===== src/rtl/uftx_pkg.sv =====
package uftx_pkg;

    localparam int DATA_MAX = 8;

    typedef enum logic [2:0] {
        ST_IDLE,
        ST_START,
        ST_DATA,
        ST_PARITY,
        ST_STOP
    } tx_state_e;

    typedef enum logic [1:0] {
        PAR_ODD  = 2'b00,
        PAR_EVEN = 2'b01,
        PAR_ONE  = 2'b10,
        PAR_ZERO = 2'b11
    } par_mode_e;

    typedef enum logic [1:0] {
        STOP_ONE,
        STOP_ONE_HALF,
        STOP_TWO
    } stop_mode_e;

    // Field order follows the bit positions of the control word.
    typedef struct packed {
        logic       dl_flag;
        logic       brk;
        par_mode_e  par_mode;
        logic       par_en;
        logic       stop_sel;
        logic [1:0] len_code;
    } ctrl_t;

    typedef struct packed {
        logic [DATA_MAX-1:0] data;
        logic [2:0]          last_idx;
        logic                par_en;
        logic                par_val;
        stop_mode_e          stop_mode;
    } frame_t;

    function automatic logic [2:0] last_index(input logic [1:0] code);
        return 3'd4 + {1'b0, code};
    endfunction

    function automatic logic [DATA_MAX-1:0] mask_data(input logic [DATA_MAX-1:0] d,
                                                      input logic [1:0] code);
        logic [DATA_MAX-1:0] m;
        for (int i = 0; i < DATA_MAX; i++) begin
            m[i] = (3'(i) <= last_index(code));
        end
        return d & m;
    endfunction

    function automatic logic parity_value(input par_mode_e mode,
                                          input logic [DATA_MAX-1:0] d);
        logic p;
        case (mode)
            PAR_ODD:  p = ~(^d);
            PAR_EVEN: p = ^d;
            PAR_ONE:  p = 1'b1;
            default:  p = 1'b0;
        endcase
        return p;
    endfunction

    function automatic stop_mode_e stop_mode_of(input logic sel, input logic [1:0] code);
        stop_mode_e s;
        if (!sel)              s = STOP_ONE;
        else if (code == 2'b00) s = STOP_ONE_HALF;
        else                   s = STOP_TWO;
        return s;
    endfunction

endpackage


===== src/rtl/uftx_bit_timer.sv =====
module uftx_bit_timer #(
    parameter int OSR = 16,
    localparam int CW = $clog2(2 * OSR + 1)
) (
    input  logic          clk,
    input  logic          rst,
    input  logic          clear,
    input  logic          run,
    input  logic          tick,
    input  logic [CW-1:0] limit,
    output logic          seg_done
);

    logic [CW-1:0] cnt_q;
    logic          at_end;

    assign at_end   = (cnt_q == limit - CW'(1));
    assign seg_done = run && tick && at_end;

    always_ff @(posedge clk) begin
        if (rst || clear) begin
            cnt_q <= '0;
        end else if (run && tick) begin
            cnt_q <= at_end ? '0 : cnt_q + CW'(1);
        end
    end

    // the tick count never passes the current segment's length
    a_r2_cnt_in_range: assert property (@(posedge clk) disable iff (rst)
        run |-> (cnt_q < limit));

endmodule


===== src/rtl/uftx_frame_latch.sv =====
module uftx_frame_latch
    import uftx_pkg::*;
(
    input  logic                clk,
    input  logic                rst,
    input  logic                load,
    input  ctrl_t               ctrl,
    input  logic [DATA_MAX-1:0] data,
    output frame_t              frame_q
);

    frame_t              frame_d;
    logic [DATA_MAX-1:0] masked;

    always_comb begin
        masked            = mask_data(data, ctrl.len_code);
        frame_d.data      = masked;
        frame_d.last_idx  = last_index(ctrl.len_code);
        frame_d.par_en    = ctrl.par_en;
        frame_d.par_val   = parity_value(ctrl.par_mode, masked);
        frame_d.stop_mode = stop_mode_of(ctrl.stop_sel, ctrl.len_code);
    end

    always_ff @(posedge clk) begin
        if (rst) begin
            frame_q <= '0;
        end else if (load) begin
            frame_q <= frame_d;
        end
    end

endmodule


===== src/rtl/uftx_seq.sv =====
module uftx_seq
    import uftx_pkg::*;
#(
    parameter int OSR = 16,
    localparam int CW = $clog2(2 * OSR + 1)
) (
    input  logic          clk,
    input  logic          rst,
    input  logic          accept,
    input  logic          seg_done,
    input  frame_t        frame,
    output tx_state_e     state,
    output logic          line,
    output logic [CW-1:0] limit
);

    tx_state_e  state_q, state_d;
    logic [2:0] idx_q, idx_d;

    always_comb begin
        state_d = state_q;
        idx_d   = idx_q;
        case (state_q)
            ST_IDLE: begin
                if (accept) begin
                    state_d = ST_START;
                    idx_d   = '0;
                end
            end
            ST_START: begin
                if (seg_done) state_d = ST_DATA;
            end
            ST_DATA: begin
                if (seg_done) begin
                    if (idx_q == frame.last_idx) begin
                        state_d = frame.par_en ? ST_PARITY : ST_STOP;
                    end else begin
                        idx_d = idx_q + 3'd1;
                    end
                end
            end
            ST_PARITY: begin
                if (seg_done) state_d = ST_STOP;
            end
            ST_STOP: begin
                if (seg_done) state_d = ST_IDLE;
            end
            default: state_d = ST_IDLE;
        endcase
    end

    always_ff @(posedge clk) begin
        if (rst) begin
            state_q <= ST_IDLE;
            idx_q   <= '0;
        end else begin
            state_q <= state_d;
            idx_q   <= idx_d;
        end
    end

    always_comb begin
        case (state_q)
            ST_START:  line = 1'b0;
            ST_DATA:   line = frame.data[idx_q];
            ST_PARITY: line = frame.par_val;
            default:   line = 1'b1;
        endcase
    end

    always_comb begin
        limit = CW'(OSR);
        if (state_q == ST_STOP) begin
            case (frame.stop_mode)
                STOP_ONE_HALF: limit = CW'(OSR + OSR / 2);
                STOP_TWO:      limit = CW'(2 * OSR);
                default:       limit = CW'(OSR);
            endcase
        end
    end

    assign state = state_q;

    // the data index never goes beyond the captured width
    a_r3_idx_bound: assert property (@(posedge clk) disable iff (rst)
        (state_q == ST_DATA) |-> (idx_q <= frame.last_idx));

    // data always follows a completed start bit
    a_r2_start_to_data: assert property (@(posedge clk) disable iff (rst)
        (state_q == ST_START && seg_done) |=> (state_q == ST_DATA && idx_q == 3'd0));

endmodule


===== src/rtl/uftx_top.sv =====
module uftx_top
    import uftx_pkg::*;
#(
    parameter int OSR = 16
) (
    input  logic       clk,
    input  logic       rst,
    input  logic       baud_tick,
    input  logic [7:0] line_ctrl,
    input  logic [7:0] tx_data,
    input  logic       tx_valid,
    output logic       tx_ready,
    output logic       txd,
    output logic       dl_access
);

    localparam int CW = $clog2(2 * OSR + 1);

    ctrl_t         ctrl;
    frame_t        frame_q;
    tx_state_e     state;
    logic          line;
    logic [CW-1:0] limit;
    logic          seg_done;
    logic          accept;

    assign ctrl      = ctrl_t'(line_ctrl);
    assign tx_ready  = (state == ST_IDLE);
    assign accept    = tx_valid && tx_ready;
    assign txd       = ctrl.brk ? 1'b0 : line;
    assign dl_access = ctrl.dl_flag;

    uftx_frame_latch u_latch (
        .clk     (clk),
        .rst     (rst),
        .load    (accept),
        .ctrl    (ctrl),
        .data    (tx_data),
        .frame_q (frame_q)
    );

    uftx_bit_timer #(.OSR(OSR)) u_timer (
        .clk      (clk),
        .rst      (rst),
        .clear    (accept),
        .run      (state != ST_IDLE),
        .tick     (baud_tick),
        .limit    (limit),
        .seg_done (seg_done)
    );

    uftx_seq #(.OSR(OSR)) u_seq (
        .clk      (clk),
        .rst      (rst),
        .accept   (accept),
        .seg_done (seg_done),
        .frame    (frame_q),
        .state    (state),
        .line     (line),
        .limit    (limit)
    );

    // an accepted character takes the transmitter out of idle
    a_r1_accept_busy: assert property (@(posedge clk) disable iff (rst)
        accept |=> !tx_ready);

    // the captured format holds while a frame runs
    a_r8_frame_hold: assert property (@(posedge clk) disable iff (rst)
        (state != ST_IDLE) |=> $stable(frame_q));

    // the stop time drives the line high unless break is set
    a_r4_stop_high: assert property (@(posedge clk) disable iff (rst)
        (state == ST_STOP && !line_ctrl[6]) |-> txd);

endmodule


===== config.mk =====
export PLATFORM = sky130hd
export DESIGN_NAME = uftx_top
export DESIGN_NICKNAME = d
export VERILOG_FILES = /design/src/rtl/uftx_pkg.sv /design/src/rtl/uftx_bit_timer.sv /design/src/rtl/uftx_frame_latch.sv /design/src/rtl/uftx_seq.sv /design/src/rtl/uftx_top.sv
export SDC_FILE = /design/constraint.sdc
export NUM_CORES = 1
export LEC_CHECK = 0
export BUFFER_PORTS_ARGS = -buffer_cell sky130_fd_sc_hd__buf_2
export CORE_MARGIN = 1
export CORE_UTILIZATION = 25
export DETAILED_ROUTE_END_ITERATION = 12
export GPL_TIMING_DRIVEN = 0
export PLACE_DENSITY = 0.4
export SETUP_SLACK_MARGIN = 0.2
export SLEW_MARGIN = 20
export SYNTH_ARGS = -nofsm -noshare
export SYNTH_HDL_FRONTEND = slang
export SYNTH_SLANG_ARGS = --single-unit

===== constraint.sdc =====
create_clock -name clk -period 2.3 [get_ports clk]
set_input_delay 0.23 -clock clk [delete_from_list [all_inputs] [get_ports clk]]
set_output_delay 0.23 -clock clk [all_outputs]
set_load 0.01 [all_outputs]

Yosys cells after proc, flatten, opt, wreduce, memory -nomap -nowiden. Cells that the tools add are included.

$add $sub $neg: 4. Reduce and logical (&&, ||, !) cells: 12. Equal/unequal tests: 17. Bitwise logic cells: 2. Order comparisons: 9. Multiplexer cells: 22.

Operator list (number): $mux 3 (10); $pmux 3 s5 (1); $le 3x3->1 const A (4); $mux 6 (2); $pmux 6 s2 (1); $ne 2x2->1 const B (5); $and 8x8->8 (1); $reduce_xor 8->1 (1); $add 6x1->6 const B (1); $eq 3x2->1 const B (2); $eq 6x6->1 (1); $le 1x3->1 const A (2); $le 2x3->1 const A (2); $pmux 1 s3 (2); $pmux 3 s2 (1); $reduce_and 6->1 (1); $sub 6x1->6 const B (1); $eq 2x1->1 const B (2); $eq 2x2->1 const B (2); $logic_not 2->1 (2); $lt 3x4->1 const B (1); $mux 2 (2); $ne 2x1->1 const B (2); $reduce_and 4->1 (1); 13 further kinds (16).

Register bits after elaboration: 27. Input bits: 20. Word-level logic and storage cells: 74.

Depth between registers and ports, before layout. Gate-level depths: netlist of run 1.

Depth after elaboration: 8. Gate-level depth with buffers: 10.

Hierarchy. A second synthesis of run 1 with hierarchy kept.

Cell total of the unflattened synthesis: 190. Area total of the unflattened synthesis: 1711.6 µm².

Modules (own cells, without submodules): uftx_frame_latch (sequential area each 300.3 µm², instances 1, cells an instance 75, area each 701.9 µm²); uftx_seq (sequential area each 120.1 µm², instances 1, cells an instance 59, area each 533.0 µm²); uftx_bit_timer (sequential area each 120.1 µm², instances 1, cells an instance 51, area each 442.9 µm²); uftx_top (sequential area each 0.0 µm², instances 1, cells an instance 5, area each 33.8 µm²).

Worst setup path before layout of run 1. Ideal clock, no wire load.

Kind: reg2reg. Start: register u_seq.state_q[2] (netlist: u_seq.state[2]). End: register u_seq.state_q[1] (netlist: u_seq.state[1]). Arrival time: 2372 ps. Setup slack: -199 ps. Clock period less this slack: 2499 ps. Stages on the path, launching flop included: 11. Required time: 2172 ps. Path buffers: 1. Path through: dfxtp_1 buf_6 or3b_4 nor3b_1 ha_1 xor2_1 nor4_2 o21ai_4 a32oi_2 mux2i_1 nor2_1.

Longest elaborated chain between the ends: 7. Elaborated cells on any way between the ends: 20.

Ends and longest elaborated chain: start: declaration (RTL line uftx_seq.sv:17) `tx_state_e state_q, state_d;`; start signal: assignment (RTL line uftx_seq.sv:57) `state_q <= state_d;`; $eq 3x3->1 (RTL line uftx_seq.sv:23, uftx_seq.sv:73); $mux 6 (RTL line uftx_seq.sv:73) `if (state_q == ST_STOP) begin`; $sub 6x1->6 (RTL line uftx_bit_timer.sv:17) `assign at_end = (cnt_q == limit - CW'(1));`; $eq 6x6->1 (RTL line uftx_bit_timer.sv:17); $logic_and 1x1->1 (RTL line uftx_bit_timer.sv:18) `assign seg_done = run && tick && at_end;`; $ne 2x2->1 (no line); $reduce_and 6->1 (no line).

Several ways; a longest one is shown, not always the timed one. A chain may end at the register's enable or synchronous reset.

Final worst setup path of run 1. Ends and elaborated chain as after synthesis.

==> run metrics, run 1 <==
area leader, netlist dfxtp_1; status finished, violations left; top post-synthesis cells by area dfxtp_1, nand2_1, a21oi_1; r2r setup slk -0.20 ns; Yosys warnings 0; IO Pins 23; cts bufs inserted 3; unrepaired setup endpoints after global routing yes; CTS tree built; Clk Latency, worst-skew pair 0.28 ns; Startpoint Class flop; Fin. Hold Viols 0; drt pass-1 iters 4; synth unique cells 39; power share of the sequential group 0.372; FF-to-FF End u_seq.state[1]; hold endpoint u_latch.frame_q[2]; Hold Path Cell Cnt 2; f_max 0.3997 GHz; Worst EP required 2.46 ns; DIE WIDTH 79.11 um; GPL Wtd Cong approximately 0.73; reg2reg start u_seq.state[2]; number of synthesized flops with an enable pin 0; final instance area between 1500 and 2000 um^2; Worst Tran Pin Value 0.6110 ns; PnR Total Power 0.001634 W; Worst setup EP type flop; initial antenna violation count 0; Max Cap Viol 0; fillers between 600 and 700; Slew Viols, Final 0; CP Max Fanout 4; H-tree depth 1; ANT nets after route 0; layout cells sized above 1 0.2562; final WL around 3500 um; cell area after synthesis between 1000 and 1500 um^2; Worst Setup Slack, final -0.2017 ns; min-delay src line_ctrl[5]; crit path cell chain buf_6 -> or3b_4 -> nor3b_2 -> ha_1 -> xor2_1 -> nor4_2 -> o21ai_4 -> a32oi_4 -> mux2i_1 -> nor2_1; initial drt markers 39; DRC viols 0; Lkg Pwr between 0.6 and 0.7 nW; routed wire length per instance roughly 13 um; share of the synthesized area in the top cell type 0.3636; Mapped Avg Cell Area roughly 8.6 um^2; clock share of power 0.176; Worst Skew 0.002763 ns; remaining global-route overflow 0; Max clock buf depth 2; Mapped Cells roughly 170; Slew HR 0.5892; height of the die around 80 um; predominant post-synthesis flop cell dfxtp_1; largest net degree at the start of global routing 16; CTS clk-pin slew, worst paths around 0.10 ns; vias post-DR roughly 1300; starting density of the core 0.2651; worst r2r path cells 10; n_diodes 0; sw frac 0.3883; final worst-path cycle share 1.088; die footprint 6258 um^2; area delta synth->final 22.22%; failing checks setup timing; Synth Net Count 196; minimum clock period between 2 and 3 ns; Total GRT Usage 0.1187; Seq cells post-synth 27; vias in the first global route between 1000 and 1500; P_sw 0.0006344 W; count leader, synth nand2_1; Post-synth top cells nand2_1, dfxtp_1, a21oi_1; Internal about 0.001 W; hold slack final 0.1731 ns; # setup viols final 6; sequential fraction of the synthesis area 0.3636; Post-DP Area roughly 1700 um^2; row count 27; critical setup path kind flop to flop; delay of the slowest cell on the worst path 0.40 ns; final net count 227; Core Area 5608 um^2; Gate power share 0.452; CTS sink count 27; hpwl dp approximately 2600 um; first-pass GRT wire length ~5800 um; power density over the cells between 800 and 900 nW/um^2; Root Buffer clkbuf_8; post-synthesis async set-or-reset flop share 0; arrival time at the worst endpoint roughly 2.7 ns; Hold Path Class primary input to flop; count of input and output buffers 21; vias per inst roughly 4.6; peak supply drop about 250 uV; slowest CP cell or3b_4
stage by stage:
step / std cells / utilization / TNS (ns) / setup slack (ns)
3_5_place_dp: 266 / 0.3010 / -1.583 / -0.3356
3_3_place_gp: 266 / 0.3010 / -1.521 / -0.3177
6_report: 275 / 0.3240 / -0.8081 / -0.2017
4_1_cts: 273 / 0.3197 / -1.005 / -0.2358
2_1_floorplan: 173 / - / -0.5596 / -0.1561
5_1_grt: 275 / 0.3240 / -1.922 / -0.3669
power by group through the flow:
stage	clock network (W)	registers (W)	logic [W]
2_1_floorplan	0	0.000602	0.000491
3_3_place_gp	0	0.000621	0.000639
3_5_place_dp	0	0.000622	0.000645
4_1_cts	0.000296	0.000613	0.000714
5_1_grt	0.000311	0.000621	0.000826
6_report	0.000288	0.000608	0.000738
placed cells by master, fill, tap and decap left out, types with 2 or more instances in the layout:
| master | count |
|---|---|
| nand2b_1 | 4 |
| xnor2_1 | 10 |
| nand3_1 | 4 |
| nor2_1 | 17 |
| dfxtp_1 | 25 |
| nand2_1 | 28 |
| a21oi_2 | 2 |
| xor2_1 | 8 |
| nand3b_1 | 5 |
| ha_1 | 3 |
| inv_1 | 4 |
| clkbuf_1 | 3 |
| buf_4 | 7 |
| o21ai_0 | 4 |
| a21oi_1 | 17 |
| mux4_2 | 2 |
| buf_2 | 22 |
| mux2i_1 | 4 |
| clkbuf_8 | 3 |
| nand4_1 | 2 |
cells by family after synthesis:
group / Yosys count / synth area share
and+or+nand+nor: 72 / 0.2458
AOI/OAI and AO/OA: 34 / 0.1541
DFF: 27 / 0.3636
xor gates and xnor gates: 18 / 0.1061
buffers and inverters: 12 / 0.04123
muxes: 7 / 0.06397
adders and majority gates: 3 / 0.02526
layout make-up:
class,count,area (um^2),share of cell area
clock inverter,1,5.005,0.002755
tap,72,90.09,0.04959
inverter,4,15.01,0.008264
clock buffer,3,41.29,0.02273
multi-input combinational,134,929.6,0.5117
sequential,27,545.5,0.3003
buffer,8,47.55,0.02617
timing repair buffer,26,142.6,0.07851
routing by layer:
layer | vias up | GRT usage | routed length (um)
met5 | - | 0 | 0
met4 | 0 | 0.03818 | 25
met3 | 2 | 0.02414 | 122
met2 | 20 | 0.2009 | 1620
met1 | 592 | 0.1499 | 1703
li1 | 654 | - | -
sequential cells by signal, indices dropped and copies added (netlist names):
| register | flops |
|---|---|
| u_latch.frame_q | 15 |
| u_seq.idx_q | 3 |
| u_seq.state | 3 |
| u_timer.cnt_q | 6 |
critical path, delay by kind of cell, from the launching register on:
kind / cells / cell delay (ns)
flops: 1 / 0.34
xor+xnor: 1 / 0.15
simple gates: 4 / 0.94
compound gates: 2 / 0.40
buf+inv: 1 / 0.09
mux: 1 / 0.21
fa+ha+maj: 1 / 0.26
how the worst max path moves through the flow:
stage,to,startpoint,cells after the start
CTS,u_seq.state[1],u_seq.state[2],10
global route,u_seq.state[2],u_seq.state[2],10
detailed placement,u_seq.state[1],u_seq.state[2],10
floorplan,u_seq.state[2],u_seq.state[2],10
finish,u_seq.state[1],u_seq.state[2],10
global placement,u_seq.state[2],u_seq.state[2],10
timing repair:
| action | 4_1_cts | 5_1_grt |
|---|---|---|
| gates resized for setup | 6 | 4 |
| hold buffers | 0 | 0 |
| endpoints found under the setup margin | 11 | 12 |
| buffers inserted | 3 | 2 |
| pin swaps | 6 | 3 |
No activity file was read; power rests on OpenSTA's default activity.
==> run 2, diff against run 1 <==
--- a/config.mk
+++ b/config.mk
@@ -6,8 +6,9 @@
 export NUM_CORES = 1
 export LEC_CHECK = 0
 export BUFFER_PORTS_ARGS = -buffer_cell sky130_fd_sc_hd__buf_2
-export CORE_MARGIN = 1
+export CORE_MARGIN = 2
 export CORE_UTILIZATION = 25
+export CTS_BUF_LIST = sky130_fd_sc_hd__clkbuf_8
 export DETAILED_ROUTE_END_ITERATION = 12
 export GPL_TIMING_DRIVEN = 0
 export PLACE_DENSITY = 0.4
==> run 2 against run 1 <==
Effect of this change:
- the flow still finishes with violations (setup timing)
- clock power decreased by 4%
- die area is 5.1% higher
- setup slack worse by 0.057 ns
- via count decreased by 1.3%
- critical endpoint is now u_seq.state[2]
- largest cell class unchanged
==> run metrics, run 2 (synthesized netlist as in run 1, its figures left out) <==
WL met3 128 um (+4.9%); fillers 664 (+5.9%); unrepaired setup endpoints after global routing yes; CTS clk-pin slew, worst paths 0.10 ns (about the same); final WL 3435 um (-1.0%); hpwl dp 2546 um (-2.3%); largest reg by FF count u_latch.frame_q; Root Buffer clkbuf_8; DIE WIDTH 81.11 um (+2.5%); DRC viols 0 (unchanged); metal2 WL 1601 um (-1.2%); failing checks setup timing; Hold Path Class primary input to flop; Worst Tran Pin Value 0.6339 ns (+0.02285 ns); Startpoint Class flop; PnR Total Power 0.001655 W (+1.3%); top flop regs u_latch.frame_q (15), u_timer.cnt_q (6); CTS sink count 27 (unchanged); starting density of the core 0.2556 (-0.009466); Worst setup EP type flop; Lkg Pwr 0.6918 nW (+1.7%); largest net degree at the start of global routing 16 (unchanged); Slew Viols, Final 0 (unchanged); dpl ws -0.3349 ns (+0.0006760 ns); Total GRT Usage 0.1204 (+0.001690); Max Cap Viol 0 (unchanged); # setup viols final 8 (+2); critical setup path kind flop to flop; CP Max Fanout 4 (unchanged); Fin. Hold Viols 0 (unchanged); Clk Latency, worst-skew pair 0.27 ns (about the same); power density over the cells 899.2 nW/um^2 (about the same); layout cells sized above 1 0.2696 (+0.01345); IO Pins 23 (unchanged); first-pass GRT wire length 6092 um (+4.6%); Core Area 5816 um^2 (+3.7%); Max clock buf depth 2 (unchanged); area of the multi-input gates 937.1 um^2 (+0.81%); hold slack final 0.1842 ns (+0.01104 ns); Worst EP required 2.45 ns (about the same); f_max 0.3909 GHz (-2.2%); arrival time at the worst endpoint 2.71 ns (+0.05 ns); Slew HR 0.5738 (-0.01536); drt pass-1 iters 4 (unchanged); initial antenna violation count 0 (unchanged); vias post-DR 1251 (-1.3%); die footprint 6579 um^2 (+5.1%); remaining global-route overflow 0 (unchanged); peak supply drop 372.8 uV (+49%); area delta synth->final 23.82%; commonest cells after routing, fill and taps aside nand2_1, dfxtp_1, buf_2, nor2_1, a21oi_1; H-tree depth 1 (unchanged); cts bufs inserted 3 (unchanged); GPL Wtd Cong 0.6649 (-8.3%); Worst Skew 0.003435 ns (+0.0006718 ns); hold_buf cts 0 (unchanged); n_diodes 0 (unchanged); ANT nets after route 0 (unchanged); row count 28 (+3.7%); height of the die 81.11 um (+2.5%); final worst-path cycle share 1.112 (+0.02467); count of input and output buffers 21 (unchanged); Max Used Layer met4; CTS tree built; initial drt markers 45 (+15%); commonest non-fill, non-tap cell in the layout nand2_1; vias in the first global route 1202 (-5.6%); accumulated negative setup slack -1.175 ns (-0.3668 ns); Worst Setup Slack, final -0.2584 ns (-0.05673 ns); routed wire length per instance 12.31 um (-2.5%); vias per inst 4.484 (-2.8%); final net count 228 (+0.44%); Largest register FFs 15 (unchanged); Reg area 546.8 um^2 (+0.23%); status finished, violations left; M1 WL 1676 um (-1.6%); minimum clock period 2.558 ns (+0.05674 ns)
[run 2: stage by stage]
step | utilization | cells | area [um^2]
6_report | 0.3165 | 279 | 1841
5_1_grt | 0.3165 | 279 | 1841
4_1_cts | 0.3044 | 276 | 1770
3_5_place_dp | 0.2909 | 269 | 1692
3_3_place_gp | 0.2909 | 269 | 1692
2_1_floorplan | - | 173 | 1493
[run 2: where the power goes]
group          internal (W)  switching (W)  leakage (nW)
Combinational      0.000354       0.000417         0.445
Clock              0.000122       0.000155        0.0255
Sequential         0.000549      0.0000584         0.222
[run 2: layout make-up]
type                       instances  share of cell area
buffer                             8             0.02583
clock inverter                     1            0.002719
timing repair buffer              27             0.08362
tap                               75             0.05099
multi-input combinational        134              0.5092
inverter                           4            0.008158
sequential                        27              0.2971
clock buffer                       3             0.02243
[run 2: layer usage]
metal	vias up	global-route usage
li1	663	-
met1	567	0.1668
met2	19	0.1851
met3	2	0.03222
met4	0	0.03051
met5	-	0
[run 2: final timing paths]
check                       from  cells after the start                   to  slack [ns]
max               u_seq.state[2]                     10       u_seq.state[2]       -0.26
min                 line_ctrl[5]                      2   u_latch.frame_q[2]        0.18
max reg2reg       u_seq.state[2]                     10       u_seq.state[2]       -0.26
min reg2reg  u_latch.frame_q[10]                      2  u_latch.frame_q[10]        0.46
[run 2: repair_timing]
| action | CTS | global route |
|---|---|---|
| endpoints found under the setup margin | 11 | 17 |
| gates cloned | 0 | 0 |
| setup buffers | 3 | 3 |
| pin swaps | 4 | 8 |
| gates resized for setup | 3 | 10 |
[run 2: critical path, cell delays in order, from the launching register on]
cell and delay, ns:
dfxtp_2 0.33, buf_6 0.09, or3b_4 0.41, nor3b_2 0.17
ha_1 0.26, xor2_1 0.15, nor4_2 0.34, o21ai_4 0.15
a32oi_4 0.26, mux2i_1 0.21, nor2_1 0.05
